--- src/rtl/sram_ctrl_pkg.sv ---
package sram_ctrl_pkg;

  typedef enum logic [2:0] {
    ST_IDLE   = 3'd0,
    ST_WSETUP = 3'd1,
    ST_WPULSE = 3'd2,
    ST_WDHOLD = 3'd3,
    ST_WREC   = 3'd4,
    ST_RACC   = 3'd5,
    ST_DONE   = 3'd6
  } sram_state_e;

  typedef struct packed {
    logic cs_n;
    logic we_n;
    logic oe_n;
    logic dq_oe;
    logic ack;
  } sram_pins_t;

  localparam sram_pins_t PINS_IDLE = '{cs_n: 1'b1, we_n: 1'b1, oe_n: 1'b1,
                                       dq_oe: 1'b0, ack: 1'b0};

  function automatic sram_pins_t decode_pins(sram_state_e st);
    sram_pins_t p;
    p = PINS_IDLE;
    case (st)
      ST_WSETUP: p.we_n = 1'b0;
      ST_WPULSE: begin
        p.we_n  = 1'b0;
        p.cs_n  = 1'b0;
        p.dq_oe = 1'b1;
      end
      ST_WDHOLD: p.dq_oe = 1'b1;
      ST_RACC: begin
        p.cs_n = 1'b0;
        p.oe_n = 1'b0;
      end
      ST_DONE:  p.ack = 1'b1;
      default:  p = PINS_IDLE;
    endcase
    return p;
  endfunction

endpackage

--- src/rtl/sram_phase_timer.sv ---
module sram_phase_timer #(
  parameter int CW = 4
) (
  input  logic          clk,
  input  logic          rst_n,
  input  logic          load,
  input  logic [CW-1:0] load_val,
  output logic          zero
);

  logic [CW-1:0] cnt_q;
  logic [CW-1:0] cnt_d;
  logic          cnt_en;

  always_comb begin
    cnt_en = load || (cnt_q != '0);
    cnt_d  = cnt_q;
    if (load) begin
      cnt_d = load_val;
    end else if (cnt_q != '0) begin
      cnt_d = cnt_q - CW'(1);
    end
  end

  always_ff @(posedge clk or negedge rst_n) begin
    if (!rst_n) begin
      cnt_q <= '0;
    end else if (cnt_en) begin
      cnt_q <= cnt_d;
    end
  end

  assign zero = (cnt_q == '0);

endmodule

--- src/rtl/sram_cycle_fsm.sv ---
module sram_cycle_fsm
  import sram_ctrl_pkg::*;
#(
  parameter int T_AS  = 1,
  parameter int T_WP  = 2,
  parameter int T_WR  = 1,
  parameter int T_DH  = 1,
  parameter int T_ACC = 2,
  parameter int CW    = 2
) (
  input  logic          clk,
  input  logic          rst_n,
  input  logic          req,
  input  logic          req_we,
  input  logic          tmr_zero,
  output sram_state_e   state_d,
  output logic          accept,
  output logic          rd_capture,
  output logic          tmr_load,
  output logic [CW-1:0] tmr_val
);

  // Recovery beyond the data-hold phase; zero removes the recovery state.
  localparam int  REC_EXTRA = (T_WR > T_DH) ? (T_WR - T_DH) : 0;
  localparam bit  HAS_REC   = (REC_EXTRA > 0);
  localparam int  REC_LEN   = HAS_REC ? REC_EXTRA : 1;

  localparam logic [CW-1:0] LD_AS  = CW'(T_AS - 1);
  localparam logic [CW-1:0] LD_WP  = CW'(T_WP - 1);
  localparam logic [CW-1:0] LD_DH  = CW'(T_DH - 1);
  localparam logic [CW-1:0] LD_REC = CW'(REC_LEN - 1);
  localparam logic [CW-1:0] LD_ACC = CW'(T_ACC - 1);

  sram_state_e state_q;

  always_comb begin
    state_d    = state_q;
    tmr_load   = 1'b0;
    tmr_val    = '0;
    accept     = 1'b0;
    rd_capture = 1'b0;
    case (state_q)
      ST_IDLE: begin
        if (req) begin
          accept   = 1'b1;
          tmr_load = 1'b1;
          if (req_we) begin
            state_d = ST_WSETUP;
            tmr_val = LD_AS;
          end else begin
            state_d = ST_RACC;
            tmr_val = LD_ACC;
          end
        end
      end
      ST_WSETUP: begin
        if (tmr_zero) begin
          state_d  = ST_WPULSE;
          tmr_load = 1'b1;
          tmr_val  = LD_WP;
        end
      end
      ST_WPULSE: begin
        if (tmr_zero) begin
          state_d  = ST_WDHOLD;
          tmr_load = 1'b1;
          tmr_val  = LD_DH;
        end
      end
      ST_WDHOLD: begin
        if (tmr_zero) begin
          if (HAS_REC) begin
            state_d  = ST_WREC;
            tmr_load = 1'b1;
            tmr_val  = LD_REC;
          end else begin
            state_d = ST_DONE;
          end
        end
      end
      ST_WREC: begin
        if (tmr_zero) begin
          state_d = ST_DONE;
        end
      end
      ST_RACC: begin
        if (tmr_zero) begin
          state_d    = ST_DONE;
          rd_capture = 1'b1;
        end
      end
      ST_DONE: state_d = ST_IDLE;
      default: state_d = ST_IDLE;
    endcase
  end

  always_ff @(posedge clk or negedge rst_n) begin
    if (!rst_n) begin
      state_q <= ST_IDLE;
    end else begin
      state_q <= state_d;
    end
  end

endmodule

--- src/rtl/sram_pin_regs.sv ---
module sram_pin_regs
  import sram_ctrl_pkg::*;
#(
  parameter int AW = 16,
  parameter int DW = 16
) (
  input  logic          clk,
  input  logic          rst_n,
  input  sram_state_e   state_d,
  input  logic          accept,
  input  logic          rd_capture,
  input  logic [AW-1:0] host_addr,
  input  logic [DW-1:0] host_wdata,
  input  logic [DW-1:0] bus_in,
  output sram_pins_t    pins_q,
  output logic [AW-1:0] addr_q,
  output logic [DW-1:0] wdata_q,
  output logic [DW-1:0] rdata_q
);

  sram_pins_t pins_d;

  always_comb begin
    pins_d = decode_pins(state_d);
  end

  always_ff @(posedge clk or negedge rst_n) begin
    if (!rst_n) begin
      pins_q <= PINS_IDLE;
    end else begin
      pins_q <= pins_d;
    end
  end

  always_ff @(posedge clk or negedge rst_n) begin
    if (!rst_n) begin
      addr_q  <= '0;
      wdata_q <= '0;
    end else if (accept) begin
      addr_q  <= host_addr;
      wdata_q <= host_wdata;
    end
  end

  always_ff @(posedge clk or negedge rst_n) begin
    if (!rst_n) begin
      rdata_q <= '0;
    end else if (rd_capture) begin
      rdata_q <= bus_in;
    end
  end

endmodule

--- src/rtl/sram_cycle_ctrl.sv ---
module sram_cycle_ctrl
  import sram_ctrl_pkg::*;
#(
  parameter int AW    = 16,
  parameter int DW    = 16,
  parameter int T_AS  = 1,
  parameter int T_WP  = 2,
  parameter int T_WR  = 1,
  parameter int T_DH  = 1,
  parameter int T_ACC = 2
) (
  input  logic          clk,
  input  logic          rst_n,
  input  logic          host_req,
  input  logic          host_we,
  input  logic [AW-1:0] host_addr,
  input  logic [DW-1:0] host_wdata,
  output logic          host_ack,
  output logic [DW-1:0] host_rdata,
  output logic [AW-1:0] sram_addr,
  output logic          sram_cs_n,
  output logic          sram_we_n,
  output logic          sram_oe_n,
  output logic [DW-1:0] sram_dq_out,
  output logic          sram_dq_oe,
  input  logic [DW-1:0] sram_dq_in
);

  localparam int MAX_AB = (T_AS > T_WP) ? T_AS : T_WP;
  localparam int MAX_CD = (T_WR > T_DH) ? T_WR : T_DH;
  localparam int MAX_ABCD = (MAX_AB > MAX_CD) ? MAX_AB : MAX_CD;
  localparam int MAXT = (MAX_ABCD > T_ACC) ? MAX_ABCD : T_ACC;
  localparam int CW = (MAXT < 2) ? 1 : $clog2(MAXT);

  sram_state_e   state_d;
  logic          accept;
  logic          rd_capture;
  logic          tmr_load;
  logic [CW-1:0] tmr_val;
  logic          tmr_zero;
  sram_pins_t    pins_q;

  sram_cycle_fsm #(
    .T_AS (T_AS),
    .T_WP (T_WP),
    .T_WR (T_WR),
    .T_DH (T_DH),
    .T_ACC(T_ACC),
    .CW   (CW)
  ) u_fsm (
    .clk       (clk),
    .rst_n     (rst_n),
    .req       (host_req),
    .req_we    (host_we),
    .tmr_zero  (tmr_zero),
    .state_d   (state_d),
    .accept    (accept),
    .rd_capture(rd_capture),
    .tmr_load  (tmr_load),
    .tmr_val   (tmr_val)
  );

  sram_phase_timer #(
    .CW(CW)
  ) u_timer (
    .clk     (clk),
    .rst_n   (rst_n),
    .load    (tmr_load),
    .load_val(tmr_val),
    .zero    (tmr_zero)
  );

  sram_pin_regs #(
    .AW(AW),
    .DW(DW)
  ) u_pins (
    .clk       (clk),
    .rst_n     (rst_n),
    .state_d   (state_d),
    .accept    (accept),
    .rd_capture(rd_capture),
    .host_addr (host_addr),
    .host_wdata(host_wdata),
    .bus_in    (sram_dq_in),
    .pins_q    (pins_q),
    .addr_q    (sram_addr),
    .wdata_q   (sram_dq_out),
    .rdata_q   (host_rdata)
  );

  assign sram_cs_n  = pins_q.cs_n;
  assign sram_we_n  = pins_q.we_n;
  assign sram_oe_n  = pins_q.oe_n;
  assign sram_dq_oe = pins_q.dq_oe;
  assign host_ack   = pins_q.ack;

endmodule

--- config.mk ---
export PLATFORM = sky130hd
export DESIGN_NAME = sram_cycle_ctrl
export DESIGN_NICKNAME = d
export VERILOG_FILES = /design/src/rtl/sram_ctrl_pkg.sv /design/src/rtl/sram_phase_timer.sv /design/src/rtl/sram_cycle_fsm.sv /design/src/rtl/sram_pin_regs.sv /design/src/rtl/sram_cycle_ctrl.sv
export SDC_FILE = /design/constraint.sdc
export NUM_CORES = 1
export LEC_CHECK = 0
export BUFFER_PORTS_ARGS = -buffer_cell sky130_fd_sc_hd__buf_2
export CAP_MARGIN = 20
export CORE_ASPECT_RATIO = 1.1
export CORE_MARGIN = 2
export CORE_UTILIZATION = 45
export DETAILED_ROUTE_END_ITERATION = 8
export PLACE_DENSITY = 0.78
export SETUP_SLACK_MARGIN = 0.5
export SLEW_MARGIN = 10
export SYNTH_ARGS = -nofsm -noshare
export SYNTH_HDL_FRONTEND = slang
export SYNTH_SLANG_ARGS = --single-unit
--- constraint.sdc ---
create_clock -name clk -period 3.1 [get_ports clk]
set_input_delay 0.31 -clock clk [delete_from_list [all_inputs] [get_ports clk]]
set_output_delay 0.31 -clock clk [all_outputs]
set_load 0.05 [all_outputs]
==> impl_metrics.tcl <==
set metrics [dict create \
    synth_area_um2 2250 \
    port_buffers 104 \
    hpwl_um 3111 \
    startpoint_type "register" \
    cts_made_buffers 9 \
    via_count 1504 \
    die_x_um 71.42 \
    max_cap_violations 0 \
    criticalPathCategory "reg -> reg" \
    htree_levels 3 \
    regToRegSetupSlack_ns 1.36 \
    min_from "sram_dq_in[14]" \
    worst-path-max-fanout 32 \
    synth_ff_type "dfrtp_1" \
    slew_headroom_pct 68.42 \
    holdPathStages 2 \
    drc_errors 0 \
    timing.rr.start "u_fsm.state_q[1]$_DFF_PN0_" \
    antenna_left 0 \
    finalCritPeriodShare_pct 56.25 \
    clock_skew_ns 0.009100 \
    syn_to_final_growth_pct 33.54 \
    post_drt_via_cell_ratio 4.821 \
    synth_cell_types 26 \
    critical_path_required_ns 3.30 \
    worstSetupStartpoint "u_fsm.state_q[1]$_DFF_PN0_" \
    critPathArrivalTime_ns 1.95 \
    firstDrtPassIters 6 \
    yosysTopAreaCell "dfrtp_1" \
    synth-seq-area-share_pct 63.57 \
    netlist.area_leader.share_pct 60.07 \
    die_h_um 78.16 \
    setup_tns_ns 0 \
    grt_first_pass_wirelength_um 7300 \
    rows 26 \
    yosys_warnings 0 \
    gr-usage-all-layers_pct 17.34 \
    synth.top_cells.by_count "dfrtp_1, mux2_2, buf_6" \
    synth_most_common_cell "dfrtp_1" \
    detail_route.wl_per_cell_um 14.19 \
    rsz0062_at_grt "false" \
    dp.cells 295 \
    fin_nets 303 \
    min_period_ns 1.744 \
    grt_pass1_vias 1571 \
    cts_root_buffer "clkbuf_8" \
    final_hold_viol_count 0 \
    async_flop_share_pct 100.0 \
    drt_iter0_markers 31 \
    synth_area_leaders "dfrtp_1, mux2_2, dfstp_2, buf_6, nand2b_1" \
    path_clk_slew_ns 0.06 \
    grt_max_degree 38 \
    io_pins 105 \
    r2r-end "u_pins.addr_q[12]$_DFFE_PN0P_" \
    fillers 380 \
    synth_edf_count 0 \
    clkLatencyLatePin_ns 0.33 \
    drt-total-wl_um 4427 \
    whs_ns 0.1973 \
    postCtsHoldBufs 1 \
    initial_utilization_pct 47.69 \
    antenna_found_initial 0 \
    gr-total-overflow 0 \
    layout-drive-gt1-share_pct 67.97 \
    drv_slew 0 \
    cts_tree "built" \
    dieArea_um2 5581 \
    coreArea_um2 4717 \
    gp_congestion 0.8452 \
    cts_buffer_depth 2 \
    syn-mean-instance-area_um2 15.96 \
    tightest_slew_ns 0.4725 \
    end_kind "register" \
    ff2ff_path_depth 3 \
    hold_path.class "in -> reg" \
    status "complete, no violations" \
    fmax_ghz 0.5735 \
    layoutNonFillerInstCount 312 \
    post_cts_buffers 0 \
    cts_num_sinks 57 \
    endpoint "u_pins.addr_q[12]$_DFFE_PN0P_" \
    postSynthCellCount 141 \
    post_cts_resized 0 \
    synth_fp_nets 193 \
    diodes 0 \
    synth-seq-cells 57 \
    setup_viol 0 \
]
-- layer usage --
| metal | track usage [%] | routed length [µm] |
|---|---|---|
| met3 | 5.263 | 247 |
| met5 | 0 | 0 |
| met1 | 19.68 | 1821 |
| met2 | 28.33 | 2254 |
| met4 | 10.75 | 104 |
-- flip-flops by register name, indices dropped and copies added, names as in the netlist --
register / cells
u_pins.wdata_q: 16
u_pins.rdata_q: 16
u_pins.addr_q: 16
u_timer.cnt_q: 1
u_pins.pins_q: 5
u_fsm.state_q: 3
-- cells in the final DEF, fill, tap and decap left out --
cell	instances
buf_2	104
a22oi_1	1
nand2b_1	4
dfrtp_1	54
clkinv_2	1
mux2_2	46
nor3b_1	1
nor4b_4	1
o31ai_1	1
bufinv_16	1
nand2b_4	1
dfstp_2	3
o22ai_1	3
nand2_1	1
nand3_1	1
clkbuf_1	2
a21oi_1	3
o21ai_0	1
clkbuf_8	12
a211oi_2	1
nand3b_1	1
xor2_1	1
nor2b_1	1
mux2_1	2
or3b_4	1
nor2_1	3
o32ai_1	1
nor2_4	1
dlygate4sd3_1	1
buf_4	2
-- critical path, cell delays in order, from the launching register on --
cell and delay, ns:
dfrtp_1 0.53, nor4b_4 0.30, buf_4 0.40, mux2_2 0.38
-- how the worst min path moves through the flow --
| stage | end |
|---|---|
| 2_1_floorplan | u_fsm.state_q[0]$_DFF_PN0_ |
| 3_3_place_gp | u_pins.addr_q[4]$_DFFE_PN0P_ |
| 3_5_place_dp | u_pins.addr_q[4]$_DFFE_PN0P_ |
| 4_1_cts | u_pins.addr_q[10]$_DFFE_PN0P_ |
| 5_1_grt | u_pins.rdata_q[14]$_DFFE_PN0P_ |
| 6_report | u_pins.rdata_q[14]$_DFFE_PN0P_ |
-- cell type report --
type                       instances  area (µm²)  area share [%]
clock inverter                     2       35.03           1.166
tap                               56       70.07           2.332
multi-input combinational         76       750.7           24.99
timing repair buffer             107       545.5           18.16
clock buffer                      14       172.7           5.748
sequential                        57        1430           47.61
-- cells by family after synthesis --
family	after synthesis	synth area share (%)
mux	48	24.03
flops	57	63.57
buf+inv	8	3.059
xor+xnor	1	0.3894
compound gates	11	3.337
simple gates	16	5.617
-- per-stage QoR --
stage	worst slack (ns)	area (µm²)	utilization (%)
after floorplan	1.626	2250	-
after global placement	1.373	2786	59.07
after detailed placement	1.346	2786	59.07
after CTS	1.335	3004	63.69
after global routing	1.262	3004	63.69
final	1.356	3004	63.69
Power is not shown: default switching activity piles up to over one toggle a cycle in this logic, so the estimate is an artifact.
